[config.mk]
export PLATFORM = sky130hd
export DESIGN_NAME = spi_flash_window_seq
export DESIGN_NICKNAME = d
export VERILOG_FILES = /design/src/rtl/spi_flash_seq_pkg.sv /design/src/rtl/spi_flash_seq_dp.sv /design/src/rtl/spi_flash_seq_ctrl.sv /design/src/rtl/spi_flash_window_seq.sv
export SDC_FILE = /design/constraint.sdc
export NUM_CORES = 1
export LEC_CHECK = 0
export ABC_CLOCK_PERIOD_IN_PS = 2700
export BUFFER_PORTS_ARGS = -buffer_cell sky130_fd_sc_hd__buf_4
export CAP_MARGIN = 5
export CORE_MARGIN = 2
export CORE_UTILIZATION = 49
export DETAILED_ROUTE_END_ITERATION = 7
export HOLD_SLACK_MARGIN = 0.08
export PLACE_DENSITY = 0.77
export SLEW_MARGIN = 15
export SYNTH_ARGS = -nofsm -noshare
export SYNTH_HDL_FRONTEND = slang
export SYNTH_SLANG_ARGS = --single-unit
[constraint.sdc]
create_clock -name clk -period 2.7 [get_ports clk]
set_input_delay 0.405 -clock clk [delete_from_list [all_inputs] [get_ports clk]]
set_output_delay 0.405 -clock clk [all_outputs]
set_load 0.1 [all_outputs]
[src/rtl/spi_flash_seq_pkg.sv]
package spi_flash_seq_pkg;

  typedef enum logic [1:0] {
    MODE_READ  = 2'd0,
    MODE_FAST  = 2'd1,
    MODE_WRITE = 2'd2,
    MODE_USER  = 2'd3
  } seqMode_e;

  typedef enum logic [1:0] {
    BYTE_OPC   = 2'd0,
    BYTE_ADDR  = 2'd1,
    BYTE_DUMMY = 2'd2,
    BYTE_DATA  = 2'd3
  } byteKind_e;

  // Strobes from the sequencer control to the datapath
  typedef struct packed {
    logic      latch;
    logic      csClear;
    logic      csSet;
    logic      spiStart;
    logic      capture;
    byteKind_e kind;
    logic [1:0] idx;
  } seqStrobe_t;

  localparam logic [7:0] READ_OPCODE = 8'h03;
  localparam int STOP_BIT = 2;

endpackage

[src/rtl/spi_flash_seq_dp.sv]
module spi_flash_seq_dp
  import spi_flash_seq_pkg::*;
#(
  parameter int NUM_CS  = 4,
  parameter int WE_BASE = 16,
  parameter int CS_W    = (NUM_CS > 1) ? $clog2(NUM_CS) : 1
) (
  input  logic              clk,
  input  logic              rstN,
  input  logic              ctrlWrEn,
  input  logic [CS_W-1:0]   ctrlWrCs,
  input  logic [31:0]       ctrlWrData,
  input  logic [31:0]       cfgWord,
  input  logic [NUM_CS-1:0] extAddr,
  input  logic              hostWr,
  input  logic [CS_W-1:0]   hostCs,
  input  logic [31:0]       hostAddr,
  input  logic [1:0]        hostSize,
  input  logic [31:0]       hostWdata,
  input  seqStrobe_t        strb,
  input  logic [7:0]        spiRxByte,
  output seqMode_e          curMode,
  output logic              curWide,
  output logic              curWritable,
  output logic [2:0]        curDummy,
  output logic              opcodeZero,
  output logic              isWrite,
  output logic [1:0]        sizeM1,
  output logic [7:0]        spiTxByte,
  output logic [31:0]       hostRdata,
  output logic [NUM_CS-1:0] csN
);

  localparam logic [31:0] CTRL_RESET = 32'h1 << STOP_BIT;

  logic [31:0]     ctrlReg [NUM_CS];
  logic [CS_W-1:0] lCs;
  logic            lWr;
  logic [31:0]     lAddr;
  logic [1:0]      lSize;
  logic [31:0]     lWdata;
  logic [31:0]     curCtrl;
  logic [7:0]      opcode;

  for (genvar i = 0; i < NUM_CS; i++) begin : g_ctrl
    always_ff @(posedge clk) begin
      if (!rstN) begin
        ctrlReg[i] <= CTRL_RESET;
      end else begin
        if (ctrlWrEn && ctrlWrCs == CS_W'(i)) ctrlReg[i] <= ctrlWrData;
        if (strb.csClear && lCs == CS_W'(i)) ctrlReg[i][STOP_BIT] <= 1'b0;
        if (strb.csSet && lCs == CS_W'(i))   ctrlReg[i][STOP_BIT] <= 1'b1;
      end
    end
    assign csN[i] = ctrlReg[i][STOP_BIT];
  end

  always_ff @(posedge clk) begin
    if (!rstN) begin
      lCs    <= '0;
      lWr    <= 1'b0;
      lAddr  <= '0;
      lSize  <= '0;
      lWdata <= '0;
    end else if (strb.latch) begin
      lCs    <= hostCs;
      lWr    <= hostWr;
      lAddr  <= hostAddr;
      lSize  <= hostSize;
      lWdata <= hostWdata;
    end
  end

  always_ff @(posedge clk) begin
    if (!rstN)             hostRdata <= '0;
    else if (strb.latch)   hostRdata <= '0;
    else if (strb.capture) hostRdata[{strb.idx, 3'b000} +: 8] <= spiRxByte;
  end

  assign curCtrl     = ctrlReg[lCs];
  assign curMode     = seqMode_e'(curCtrl[1:0]);
  assign curWide     = extAddr[lCs];
  assign curWritable = cfgWord[WE_BASE + int'(lCs)];
  assign curDummy    = {curCtrl[14], curCtrl[7:6]};
  assign opcode      = (curMode == MODE_READ) ? READ_OPCODE : curCtrl[23:16];
  assign opcodeZero  = (opcode == 8'h00);
  assign isWrite     = lWr;
  assign sizeM1      = lSize;

  always_comb begin
    unique case (strb.kind)
      BYTE_OPC:   spiTxByte = opcode;
      BYTE_ADDR:  spiTxByte = lAddr[{strb.idx, 3'b000} +: 8];
      BYTE_DUMMY: spiTxByte = 8'hFF;
      default:    spiTxByte = lWr ? lWdata[{strb.idx, 3'b000} +: 8] : 8'h00;
    endcase
  end

  // Framed byte exchanges only happen with the device selected
  p_sel_active_r3: assert property (@(posedge clk) disable iff (!rstN)
    (strb.spiStart && curMode != MODE_USER) |-> !csN[lCs]);

  // Deselect strobe raises the enable of the active chip select
  p_deselect_r3: assert property (@(posedge clk) disable iff (!rstN)
    strb.csSet |=> csN[$past(lCs)]);

  // A register write alone drives the enable from bit 2
  p_sw_cs_r10: assert property (@(posedge clk) disable iff (!rstN)
    (ctrlWrEn && !strb.csClear && !strb.csSet)
      |=> csN[$past(ctrlWrCs)] == $past(ctrlWrData[STOP_BIT]));

endmodule

[src/rtl/spi_flash_seq_ctrl.sv]
module spi_flash_seq_ctrl
  import spi_flash_seq_pkg::*;
#(
  parameter int DUMMY_W = 3,
  parameter int CNT_W   = $clog2(((2 ** DUMMY_W) - 1) * 8 + 1)
) (
  input  logic               clk,
  input  logic               rstN,
  input  logic               hostReq,
  input  seqMode_e           curMode,
  input  logic               curWide,
  input  logic               curWritable,
  input  logic [DUMMY_W-1:0] curDummy,
  input  logic               opcodeZero,
  input  logic               isWrite,
  input  logic [1:0]         sizeM1,
  input  logic               spiDone,
  output seqStrobe_t         strb,
  output logic               hostReady,
  output logic               modeErr,
  output logic               opErr
);

  typedef enum logic [3:0] {
    S_IDLE, S_DECIDE, S_SELECT, S_OPC, S_ADDR, S_DUMMY, S_DATA, S_DESELECT, S_FINISH
  } seqState_e;

  seqState_e        st;
  logic [CNT_W-1:0] cnt;
  logic             inFlight;
  logic             byteState;
  logic             advance;
  logic             dirBad;

  assign byteState = (st == S_OPC) || (st == S_ADDR) || (st == S_DUMMY) || (st == S_DATA);
  assign advance   = inFlight && spiDone;
  assign dirBad    = isWrite != (curMode == MODE_WRITE);
  assign hostReady = (st == S_FINISH);

  always_comb begin
    strb          = '0;
    strb.latch    = (st == S_IDLE) && hostReq;
    strb.csClear  = (st == S_SELECT);
    strb.csSet    = (st == S_DESELECT);
    strb.spiStart = byteState && !inFlight;
    strb.capture  = (st == S_DATA) && advance && !isWrite;
    strb.idx      = cnt[1:0];
    unique case (st)
      S_OPC:   strb.kind = BYTE_OPC;
      S_ADDR:  strb.kind = BYTE_ADDR;
      S_DUMMY: strb.kind = BYTE_DUMMY;
      default: strb.kind = BYTE_DATA;
    endcase
  end

  always_ff @(posedge clk) begin
    if (!rstN) begin
      st       <= S_IDLE;
      cnt      <= '0;
      inFlight <= 1'b0;
      modeErr  <= 1'b0;
      opErr    <= 1'b0;
    end else begin
      if (strb.spiStart) inFlight <= 1'b1;
      else if (advance)  inFlight <= 1'b0;
      unique case (st)
        S_IDLE: if (hostReq) begin
          st      <= S_DECIDE;
          modeErr <= 1'b0;
          opErr   <= 1'b0;
        end
        S_DECIDE: begin
          if (isWrite && !curWritable) st <= S_FINISH;
          else if (curMode == MODE_USER) begin
            st  <= S_DATA;
            cnt <= '0;
          end else if (dirBad) begin
            modeErr <= 1'b1;
            st      <= S_FINISH;
          end else st <= S_SELECT;
        end
        S_SELECT: begin
          st <= S_OPC;
          if (opcodeZero) opErr <= 1'b1;
        end
        S_OPC: if (advance) begin
          st  <= S_ADDR;
          cnt <= curWide ? CNT_W'(3) : CNT_W'(2);
        end
        S_ADDR: if (advance) begin
          if (cnt == '0) begin
            if (curMode == MODE_FAST && curDummy != '0) begin
              st  <= S_DUMMY;
              cnt <= CNT_W'({curDummy, 3'b000}) - CNT_W'(1);
            end else begin
              st  <= S_DATA;
              cnt <= '0;
            end
          end else cnt <= cnt - CNT_W'(1);
        end
        S_DUMMY: if (advance) begin
          if (cnt == '0) st <= S_DATA;
          else cnt <= cnt - CNT_W'(1);
        end
        S_DATA: if (advance) begin
          if (cnt[1:0] == sizeM1) st <= (curMode == MODE_USER) ? S_FINISH : S_DESELECT;
          else cnt <= cnt + CNT_W'(1);
        end
        S_DESELECT: st <= S_FINISH;
        default:    st <= S_IDLE;
      endcase
    end
  end

  p_one_byte_r12: assert property (@(posedge clk) disable iff (!rstN)
    strb.spiStart |=> !strb.spiStart);

  p_ready_pulse_r3: assert property (@(posedge clk) disable iff (!rstN)
    hostReady |=> !hostReady);

  p_drop_quiet_r8: assert property (@(posedge clk) disable iff (!rstN)
    (st == S_DECIDE && isWrite && !curWritable) |=> (hostReady && !modeErr));

  p_mode_err_r9: assert property (@(posedge clk) disable iff (!rstN)
    (st == S_DECIDE && !(isWrite && !curWritable) && curMode != MODE_USER && dirBad)
      |=> (hostReady && modeErr && !strb.spiStart));

endmodule

[src/rtl/spi_flash_window_seq.sv]
module spi_flash_window_seq
  import spi_flash_seq_pkg::*;
#(
  parameter int NUM_CS  = 4,
  parameter int WE_BASE = 16,
  parameter int CS_W    = (NUM_CS > 1) ? $clog2(NUM_CS) : 1
) (
  input  logic              clk,
  input  logic              rstN,
  input  logic              ctrlWrEn,
  input  logic [CS_W-1:0]   ctrlWrCs,
  input  logic [31:0]       ctrlWrData,
  input  logic [31:0]       cfgWord,
  input  logic [NUM_CS-1:0] extAddr,
  input  logic              hostReq,
  input  logic              hostWr,
  input  logic [CS_W-1:0]   hostCs,
  input  logic [31:0]       hostAddr,
  input  logic [1:0]        hostSize,
  input  logic [31:0]       hostWdata,
  output logic [31:0]       hostRdata,
  output logic              hostReady,
  output logic              modeErr,
  output logic              opErr,
  output logic              spiStart,
  output logic [7:0]        spiTxByte,
  input  logic              spiDone,
  input  logic [7:0]        spiRxByte,
  output logic [NUM_CS-1:0] csN
);

  seqStrobe_t strb;
  seqMode_e   curMode;
  logic       curWide;
  logic       curWritable;
  logic [2:0] curDummy;
  logic       opcodeZero;
  logic       isWrite;
  logic [1:0] sizeM1;

  spi_flash_seq_dp #(.NUM_CS(NUM_CS), .WE_BASE(WE_BASE), .CS_W(CS_W)) u_dp (
    .clk, .rstN, .ctrlWrEn, .ctrlWrCs, .ctrlWrData, .cfgWord, .extAddr,
    .hostWr, .hostCs, .hostAddr, .hostSize, .hostWdata, .strb, .spiRxByte,
    .curMode, .curWide, .curWritable, .curDummy, .opcodeZero, .isWrite,
    .sizeM1, .spiTxByte, .hostRdata, .csN
  );

  spi_flash_seq_ctrl #(.DUMMY_W(3)) u_ctrl (
    .clk, .rstN, .hostReq, .curMode, .curWide, .curWritable, .curDummy,
    .opcodeZero, .isWrite, .sizeM1, .spiDone, .strb, .hostReady, .modeErr, .opErr
  );

  assign spiStart = strb.spiStart;

endmodule

==> tab_implementation.tex, run 1 <==
\begin{tabular}{lr}
\hline
Metric & Value \\
\hline
\multicolumn{2}{l}{\textbf{Clock network}} \\
\quad Clock tree root driver cell & sky130\_fd\_sc\_hd\_\_clkbuf\_16 \\
\quad Clk Latency, worst-skew pair & 0.44 ns \\
\quad Total number of H-tree levels & 4 \\
\quad Clock-pin slew reported for the worst setup and hold paths after clock tree synthesis & 0.07 ns \\
\quad Maximum buffer depth of the clock tree & 2 \\
\quad Hold Buf Count CTS & 0 \\
\quad CTS buffer count & 17 \\
\quad Sinks on the clock net & between 150 and 200 \\
\quad TritonCTS clock tree & yes \\
\multicolumn{2}{l}{\textbf{Worst setup path}} \\
\quad Required time of the critical path & 2.30 ns \\
\quad CP Data Arrival Time & 2.19 ns \\
\quad Critical path endpoint category & output pin \\
\quad Kind of cell adding the most delay to the critical path & buffers and inverters \\
\quad Critical path fanouts, max & 26 \\
\quad Critical setup path kind & flop to output pin \\
\quad Highest cell delay on the worst timing path & 0.41 ns \\
\quad Slowest cell on the critical path & sky130\_fd\_sc\_hd\_\_dfxtp\_1 \\
\quad WP buf/inv & 2 \\
\quad Slack of the worst reg-to-reg path & 0.34 ns \\
\quad Worst path cell trace & buf\_6 > mux4\_2 > a22oi\_1 > nand3\_2 > buf\_4 \\
\quad Critical Path Source Type & flop \\
\multicolumn{2}{l}{\textbf{Yosys}} \\
\quad Dominant register cell in the synthesized netlist & sky130\_fd\_sc\_hd\_\_dfxtp\_1 \\
\quad Post-synthesis share of cell area spent on and, or, nand and nor gates & 0.226 \\
\quad Arithmetic-cell share of the synthesized area counting full adders, half adders and majority gates & 0.0108 \\
\quad Cells taking the most area after synthesis & sky130\_fd\_sc\_hd\_\_dfxtp\_1, sky130\_fd\_sc\_hd\_\_edfxtp\_1, sky130\_fd\_sc\_hd\_\_nand2\_1 \\
\quad Portion of netlist area occupied by mux cells & 0.0859 \\
\quad XOR/XNOR share of the synthesized area & 0.00539 \\
\quad Top-count cell post-synth & sky130\_fd\_sc\_hd\_\_nand2\_1 \\
\quad Synth Area in Compound Gates & 0.136 \\
\quad Syn\_area\_per\_cell & 9.57 um\^{}2 \\
\quad Post-synth top area cell & sky130\_fd\_sc\_hd\_\_dfxtp\_1 \\
\quad FF+latch count, synth & 172 \\
\quad Dominant combinational cell family by area after synthesis & simple AND/OR/NAND/NOR gates \\
\quad EDFF count, synth & 56 \\
\quad Yosys warns & 0 \\
\quad Top cells by count, synth & sky130\_fd\_sc\_hd\_\_nand2\_1, sky130\_fd\_sc\_hd\_\_dfxtp\_1, sky130\_fd\_sc\_hd\_\_a21oi\_1, sky130\_fd\_sc\_hd\_\_and2\_1, sky130\_fd\_sc\_hd\_\_edfxtp\_1 \\
\quad Mapped cell area & around 8100 um\^{}2 \\
\quad Sequential share of the synthesized area & 0.493 \\
\quad Count of unique library cells instantiated by Yosys & 68 \\
\quad Post-synth top area share & 0.286 \\
\quad Net count after synthesis & roughly 1000 \\
\quad Share of async-settable or async-resettable flops after synthesis & 0 \\
\quad Cells after Synth & 849 \\
\multicolumn{2}{l}{\textbf{Placed design}} \\
\quad Half-perimeter wire length after detailed placement & 14700 um \\
\quad Area post-placement & roughly 9600 um\^{}2 \\
\quad RePlAce Congestion & 0.913 \\
\quad Input/output buffers & 153 \\
\multicolumn{2}{l}{\textbf{Detailed routing}} \\
\quad WL final & 21000 um \\
\quad DRT Pass-1 Iters & 6 \\
\quad 1st-iter DRT viols & 563 \\
\quad Final ANT Viol Nets & 0 \\
\quad Vias per std cell & around 5.7 \\
\quad Number of remaining DRC errors & 0 \\
\quad Average wire length per cell after detail routing & 17.1 um \\
\quad Total number of vias & around 7000 \\
\multicolumn{2}{l}{\textbf{Flow run}} \\
\quad Max-cap violations & 0 \\
\multicolumn{2}{l}{\textbf{Die}} \\
\quad Total number of placement rows & 47 \\
\quad Horiz. Die Dim & 133 um \\
\quad Initial core utilization & 0.495 \\
\quad Chip Height & approximately 130 um \\
\quad Top-level I/O count & 200 \\
\quad Die outline area & 17600 um\^{}2 \\
\quad Core Area & 16400 um\^{}2 \\
\multicolumn{2}{l}{\textbf{STA}} \\
\quad Final clock skew & around 0.011 ns \\
\quad Total count of max-transition violations in the final report & 0 \\
\quad FMAX & 0.385 GHz \\
\quad Summed negative setup slack over all endpoints & 0 ns \\
\quad Relative slew margins & 0.460 \\
\quad Unrepaired setup endpoints after global routing & false \\
\quad Final setup vio count & 0 \\
\quad Final Hold Violating Endpoints & 0 \\
\quad Part of the cycle the worst path needs & 0.961 \\
\quad Min Tclk post-route & approximately 2.6 ns \\
\quad Worst-margin pin slew & 0.807 ns \\
\multicolumn{2}{l}{\textbf{Cells and area}} \\
\quad Sequential cell area & 4020 um\^{}2 \\
\quad Multi-input logic area & 3820 um\^{}2 \\
\quad Ant diodes & 0 \\
\quad Fillers & 1349 \\
\quad Final instance area & approximately 10000 um\^{}2 \\
\quad Share of cells above drive strength 1 & 0.280 \\
\quad Area Overhead vs Synth & 25.8\% \\
\quad Net count reported at finish & 1154 \\
\multicolumn{2}{l}{\textbf{GRT}} \\
\quad Sum of overflow across all layers after global routing & 0 \\
\quad Overall routing resource usage & 0.242 \\
\quad Number of antenna violations at the first check in global routing & 0 \\
\quad Number of global-route vias before repair & 6725 \\
\quad Wire length of the first global-routing pass & 33500 um \\
\quad Maximum number of pins on one net before global-route repair & 71 \\
\multicolumn{2}{l}{\textbf{Power}} \\
\quad Worst IR drop on VDD & 0.505 mV \\
\quad Power density of the placed cells & around 800 nW/um\^{}2 \\
\quad Leak pwr & 3.93 nW \\
\quad Overall power & about 8.2 mW \\
\multicolumn{2}{l}{\textbf{Status}} \\
\quad Run status & completed \\
\multicolumn{2}{l}{\textbf{Hold path}} \\
\quad Worst hold path class & primary input to flop \\
\hline
\end{tabular}
-- layout make-up --
| type | count | share of cell area |
|---|---|---|
| inverter | 14 | 0.00514 |
| timing repair buffer | 191 | 0.145 |
| clock inverter | 11 | 0.0104 |
| tap | 220 | 0.0269 |
| sequential | 172 | 0.393 |
| multi-input combinational | 599 | 0.373 |
| clock buffer | 21 | 0.0461 |
-- what timing repair did --
action,in CTS,in global routing
gates resized for setup,6,6
setup endpoints to repair,8,8
setup buffers,3,2
cloned,0,0
-- state kept, by name, summed over array words and instances (netlist names), named ones only --
| name | flops |
|---|---|
| u_dp.lAddr | 32 |
| u_dp.lCs | 2 |
| u_dp.ctrlReg | 56 |
| u_dp.sizeM1 | 2 |
| u_dp.lWdata | 32 |
| u_ctrl.inFlight | 1 |
| u_dp.hostRdata | 32 |
| u_ctrl.cnt | 6 |
| u_ctrl.opErr | 1 |
| u_ctrl.modeErr | 1 |
| u_dp.isWrite | 1 |
| u_ctrl.st | 4 |
-- final timing paths --
kind | end | cells past startpoint | start
worst min register to register | u_dp.hostRdata[22] | 2 | u_dp.hostRdata[22]
worst min-delay path | u_dp.lWdata[8] | 3 | hostWdata[8]
worst max register to register | u_ctrl.cnt[4] | 8 | flop
worst max-delay path | spiTxByte[1] | 5 | u_ctrl.cnt[1]
-- per-layer routing --
metal  global-route usage  routed length [um]  up-vias
li1                     -                   -     3301
met1                0.296                8460     3323
met2                0.413               10700      265
met3               0.0406                1200       56
met4                0.122                 719        0
met5                    0                   0        -
-- cells by family after synthesis --
family / after synthesis
compound gates: 178
xor+xnor: 5
fa+ha+maj: 7
buf+inv: 78
flops: 172
mux: 31
simple gates: 378
-- layout by cell type, fill, tap and decap left out, types with 3 or more instances in the layout --
| cell | n |
|---|---|
| sky130_fd_sc_hd__and2_1 | 59 |
| sky130_fd_sc_hd__o21ai_0 | 12 |
| sky130_fd_sc_hd__nor2_2 | 3 |
| sky130_fd_sc_hd__nand3b_1 | 4 |
| sky130_fd_sc_hd__buf_4 | 186 |
| sky130_fd_sc_hd__nor2b_1 | 4 |
| sky130_fd_sc_hd__nor3_1 | 6 |
| sky130_fd_sc_hd__a22oi_1 | 6 |
| sky130_fd_sc_hd__buf_12 | 3 |
| sky130_fd_sc_hd__nand3_1 | 42 |
| sky130_fd_sc_hd__clkbuf_16 | 18 |
| sky130_fd_sc_hd__o221ai_1 | 3 |
| sky130_fd_sc_hd__nand2b_1 | 9 |
| sky130_fd_sc_hd__a21oi_1 | 109 |
| sky130_fd_sc_hd__dfxtp_1 | 110 |
| sky130_fd_sc_hd__nor4_1 | 5 |
| sky130_fd_sc_hd__nor2_1 | 14 |
| sky130_fd_sc_hd__o21bai_1 | 5 |
| sky130_fd_sc_hd__ha_1 | 7 |
| sky130_fd_sc_hd__nand2_1 | 198 |
| sky130_fd_sc_hd__a211oi_1 | 5 |
| sky130_fd_sc_hd__clkinv_2 | 3 |
| sky130_fd_sc_hd__nor3b_1 | 3 |
| sky130_fd_sc_hd__o32ai_1 | 5 |
| sky130_fd_sc_hd__mux4_2 | 31 |
| sky130_fd_sc_hd__dfxtp_4 | 5 |
| sky130_fd_sc_hd__nand3_2 | 8 |
| sky130_fd_sc_hd__inv_1 | 13 |
| sky130_fd_sc_hd__xnor2_1 | 3 |
| sky130_fd_sc_hd__inv_6 | 3 |
| sky130_fd_sc_hd__edfxtp_1 | 56 |
| sky130_fd_sc_hd__o211ai_1 | 3 |
-- power by group --
part / switching, mW / internal, mW
Clock: 1.06 / 1.36
Sequential: 0.235 / 3.00
Combinational: 1.56 / 0.973
-- tightest hold or removal path: stages --
cell and delay (ns):
sky130_fd_sc_hd__buf_4 0.11, sky130_fd_sc_hd__nand2_1 0.04, sky130_fd_sc_hd__a21oi_1 0.05
-- stage by stage --
stage / utilization / std cells / setup slack (ns) / hold WS (ns)
finish: 0.623 / 1228 / 0.106 / 0.210
global route: 0.623 / 1228 / 0.00991 / 0.209
CTS: 0.621 / 1226 / 0.0149 / 0.197
detailed placement: 0.583 / 1191 / 0.242 / 0.444
global placement: 0.583 / 1191 / 0.260 / 0.437
floorplan: - / 849 / -0.340 / 0.433
Power figures use the tool's default switching activity.
==> inputs of run 2 (changes only) <==
--- a/config.mk
+++ b/config.mk
@@ -11,9 +11,10 @@
 export CORE_MARGIN = 2
 export CORE_UTILIZATION = 49
 export DETAILED_ROUTE_END_ITERATION = 7
-export HOLD_SLACK_MARGIN = 0.08
+export HOLD_SLACK_MARGIN = 0.03
 export PLACE_DENSITY = 0.77
 export SLEW_MARGIN = 15
 export SYNTH_ARGS = -nofsm -noshare
 export SYNTH_HDL_FRONTEND = slang
+export SYNTH_HIERARCHICAL = 1
 export SYNTH_SLANG_ARGS = --single-unit
==> tab_implementation.tex, run 2 <==
\begin{tabular}{lr}
\hline
Metric & Value \\
\hline
\multicolumn{2}{l}{\textbf{Die}} \\
\quad Die outline area & approximately 18000 um\^{}2 \\
\quad Core Area & approximately 17000 um\^{}2 \\
\quad Initial core utilization & 0.502 \\
\quad Chip Height & about 130 um \\
\quad Horiz. Die Dim & 134 um \\
\quad Total number of placement rows & 47 \\
\quad Top-level I/O count & 200 \\
\multicolumn{2}{l}{\textbf{Detailed routing}} \\
\quad WL final & 20500 um \\
\quad DRT Pass-1 Iters & 5 \\
\quad Total number of vias & 6304 \\
\quad Vias per std cell & roughly 5.5 \\
\quad 1st-iter DRT viols & approximately 640 \\
\quad Final ANT Viol Nets & 0 \\
\quad Number of remaining DRC errors & 0 \\
\quad Average wire length per cell after detail routing & 17.9 um \\
\multicolumn{2}{l}{\textbf{Yosys}} \\
\quad Mapped cell area & 8330 um\^{}2 \\
\quad Net count after synthesis & 911 \\
\quad Sequential share of the synthesized area & 0.481 \\
\quad Yosys warns & 6 \\
\quad Cells taking the most area after synthesis & sky130\_fd\_sc\_hd\_\_dfxtp\_1, sky130\_fd\_sc\_hd\_\_edfxtp\_1, sky130\_fd\_sc\_hd\_\_mux2i\_1 \\
\quad Top-count cell post-synth & sky130\_fd\_sc\_hd\_\_dfxtp\_1 \\
\quad Top cells by count, synth & sky130\_fd\_sc\_hd\_\_dfxtp\_1, sky130\_fd\_sc\_hd\_\_nor2b\_1, sky130\_fd\_sc\_hd\_\_mux2i\_1, sky130\_fd\_sc\_hd\_\_edfxtp\_1, sky130\_fd\_sc\_hd\_\_and2\_1 \\
\quad Share of async-settable or async-resettable flops after synthesis & 0 \\
\quad EDFF count, synth & 56 \\
\quad Count of unique library cells instantiated by Yosys & 65 \\
\quad Post-synth top area cell & sky130\_fd\_sc\_hd\_\_dfxtp\_1 \\
\quad Post-synth top area share & 0.279 \\
\quad Cells after Synth & between 700 and 800 \\
\quad Dominant register cell in the synthesized netlist & sky130\_fd\_sc\_hd\_\_dfxtp\_1 \\
\quad FF+latch count, synth & between 150 and 200 \\
\quad Syn\_area\_per\_cell & 11.1 um\^{}2 \\
\multicolumn{2}{l}{\textbf{STA}} \\
\quad Part of the cycle the worst path needs & 1.01 \\
\quad Unrepaired setup endpoints after global routing & true \\
\quad Final clock skew & between 0.008 and 0.009 ns \\
\quad Relative slew margins & 0.543 \\
\quad Worst hold slack & between 0.2 and 0.25 ns \\
\quad FMAX & between 0.3 and 0.4 GHz \\
\quad Smallest setup slack after layout & -0.0245 ns \\
\quad Min Tclk post-route & 2.72 ns \\
\quad Total count of max-transition violations in the final report & 0 \\
\quad Final Hold Violating Endpoints & 0 \\
\quad Final setup vio count & 1 \\
\quad Worst-margin pin slew & 0.681 ns \\
\multicolumn{2}{l}{\textbf{Placed design}} \\
\quad Input/output buffers & 153 \\
\quad RePlAce Congestion & about 0.89 \\
\quad Half-perimeter wire length after detailed placement & 14300 um \\
\multicolumn{2}{l}{\textbf{Hold path}} \\
\quad Worst hold path startpoint & hostWdata[20] \\
\quad Hold Crit Depth & 3 \\
\quad Worst hold path class & primary input to flop \\
\quad End point of the most critical hold path & u\_dp/lWdata[20] \\
\multicolumn{2}{l}{\textbf{Cells and area}} \\
\quad Share of cells above drive strength 1 & 0.333 \\
\quad Fillers & roughly 1300 \\
\quad Biggest register & u\_dp/ctrlReg \\
\quad Area Overhead vs Synth & 27.8\% \\
\quad Net count reported at finish & 1072 \\
\quad Highest-count cells in the layout ignoring fill and taps & sky130\_fd\_sc\_hd\_\_buf\_4, sky130\_fd\_sc\_hd\_\_dfxtp\_1, sky130\_fd\_sc\_hd\_\_nor2b\_1 \\
\quad Commonest non-fill, non-tap cell in the layout & sky130\_fd\_sc\_hd\_\_buf\_4 \\
\quad Ant diodes & 0 \\
\quad Max reg flops & 56 \\
\multicolumn{2}{l}{\textbf{Status}} \\
\quad Run status & finished, violations left \\
\quad Failing checks & negative setup slack \\
\multicolumn{2}{l}{\textbf{GRT}} \\
\quad Maximum number of pins on one net before global-route repair & 75 \\
\quad Sum of overflow across all layers after global routing & 0 \\
\quad Overall routing resource usage & 0.230 \\
\quad Number of antenna violations at the first check in global routing & 0 \\
\quad Wire length of the first global-routing pass & 32200 um \\
\quad Number of global-route vias before repair & about 6300 \\
\multicolumn{2}{l}{\textbf{Clock network}} \\
\quad Clock tree root driver cell & sky130\_fd\_sc\_hd\_\_clkbuf\_16 \\
\quad Maximum buffer depth of the clock tree & 2 \\
\quad CTS buffer count & 17 \\
\quad Total number of H-tree levels & 4 \\
\quad TritonCTS clock tree & yes \\
\quad Hold Buf Count CTS & 0 \\
\quad Clk Latency, worst-skew pair & between 0.4 and 0.5 ns \\
\quad Clock-pin slew reported for the worst setup and hold paths after clock tree synthesis & 0.07 ns \\
\quad Sinks on the clock net & 172 \\
\multicolumn{2}{l}{\textbf{Worst setup path}} \\
\quad R2R Path End & u\_ctrl/cnt[2] \\
\quad Slack of the worst reg-to-reg path & 0.15 ns \\
\quad CP Data Arrival Time & roughly 2.3 ns \\
\quad Critical setup path kind & flop to output pin \\
\quad Slowest cell on the critical path & sky130\_fd\_sc\_hd\_\_mux4\_2 \\
\quad Kind of cell adding the most delay to the critical path & simple AND/OR/NAND/NOR gates \\
\quad WP buf/inv & 1 \\
\quad Critical path endpoint category & output pin \\
\quad Required time of the critical path & 2.30 ns \\
\quad Highest cell delay on the worst timing path & around 0.54 ns \\
\quad R2R cell count & 8 \\
\quad Critical path fanouts, max & 4 \\
\quad Worst path cell trace & mux4\_2 > or2\_4 > nor3b\_4 > nor3\_2 > buf\_6 \\
\quad Critical Path Source Type & flop \\
\multicolumn{2}{l}{\textbf{Flow run}} \\
\quad Max-cap violations & 0 \\
\multicolumn{2}{l}{\textbf{Power}} \\
\quad Overall power & 8.71 mW \\
\quad Leak pwr & 4.12 nW \\
\quad Power density of the placed cells & 818 nW/um\^{}2 \\
\quad Worst IR drop on VDD & between 0.5 and 0.6 mV \\
\hline
\end{tabular}
==> run 2: layout make-up <==
class	count	area (um^2)	share of cell area
repair buffers	195	1550	0.145
clock buffers	18	429	0.0403
clock inverters	14	183	0.0172
inverters	14	53.8	0.00505
flip-flops and latches	172	4010	0.377
multi-input cells	510	4150	0.390
well taps	220	275	0.0258
==> run 2: cells by family after synthesis <==
family / Yosys count / synth area share
AND/OR/NAND/NOR: 281 / 0.192
multiplexers: 101 / 0.168
flip-flops: 172 / 0.481
XOR/XNOR: 5 / 0.00526
AO/OA/AOI/OAI: 113 / 0.101
buffers and inverters: 67 / 0.0378
adder cells (fa/ha/maj): 10 / 0.0150
==> run 2: worst max-delay path by stage <==
stage | from | cells past startpoint | end
floorplan | u_ctrl/st[0] | 8 | spiTxByte[0]
global placement | u_ctrl/st[0] | 6 | spiTxByte[6]
detailed placement | u_ctrl/st[0] | 6 | spiTxByte[0]
CTS | flop | 5 | spiTxByte[0]
global route | flop | 5 | spiTxByte[0]
finish | flop | 5 | spiTxByte[0]
==> run 2: where the power goes <==
part | internal (mW) | total [mW] | switching [mW]
sequential | 3.01 | 3.23 | 0.216
clock | 1.48 | 2.54 | 1.06
combinational | 1.26 | 2.94 | 1.68
==> run 2: metal layers <==
layer | vias to the layer above | track usage | share of wire
li1 | 3029 | - | -
met1 | 3005 | 0.295 | 0.42
met2 | 234 | 0.366 | 0.48
met3 | 36 | 0.0608 | 0.070
met4 | 0 | 0.100 | 0.025
met5 | - | 0 | 0
==> run 2: what timing repair did <==
item / CTS / global route
setup buffers: 3 / 4
gates resized for setup: 21 / 18
setup endpoints to repair: 8 / 12
pin swaps: 3 / 4
cloned: 0 / 1
==> run 2: tightest hold or removal path, stage by stage <==
cell and delay [ns]:
sky130_fd_sc_hd__buf_4 0.07, sky130_fd_sc_hd__mux2i_1 0.05, sky130_fd_sc_hd__nor2b_1 0.09
==> run 2: per-stage QoR <==
step | utilization | instances | TNS (ns) | cell area (um^2) | setup WS [ns]
2_1_floorplan | - | 749 | -1.56 | 8380 | -0.456
3_3_place_gp | 0.592 | 1103 | 0 | 9820 | 0.0650
3_5_place_dp | 0.592 | 1103 | 0 | 9820 | 0.0381
4_1_cts | 0.634 | 1138 | -0.104 | 10500 | -0.0321
5_1_grt | 0.642 | 1143 | -0.113 | 10700 | -0.0401
6_report | 0.642 | 1143 | -0.0245 | 10700 | -0.0245
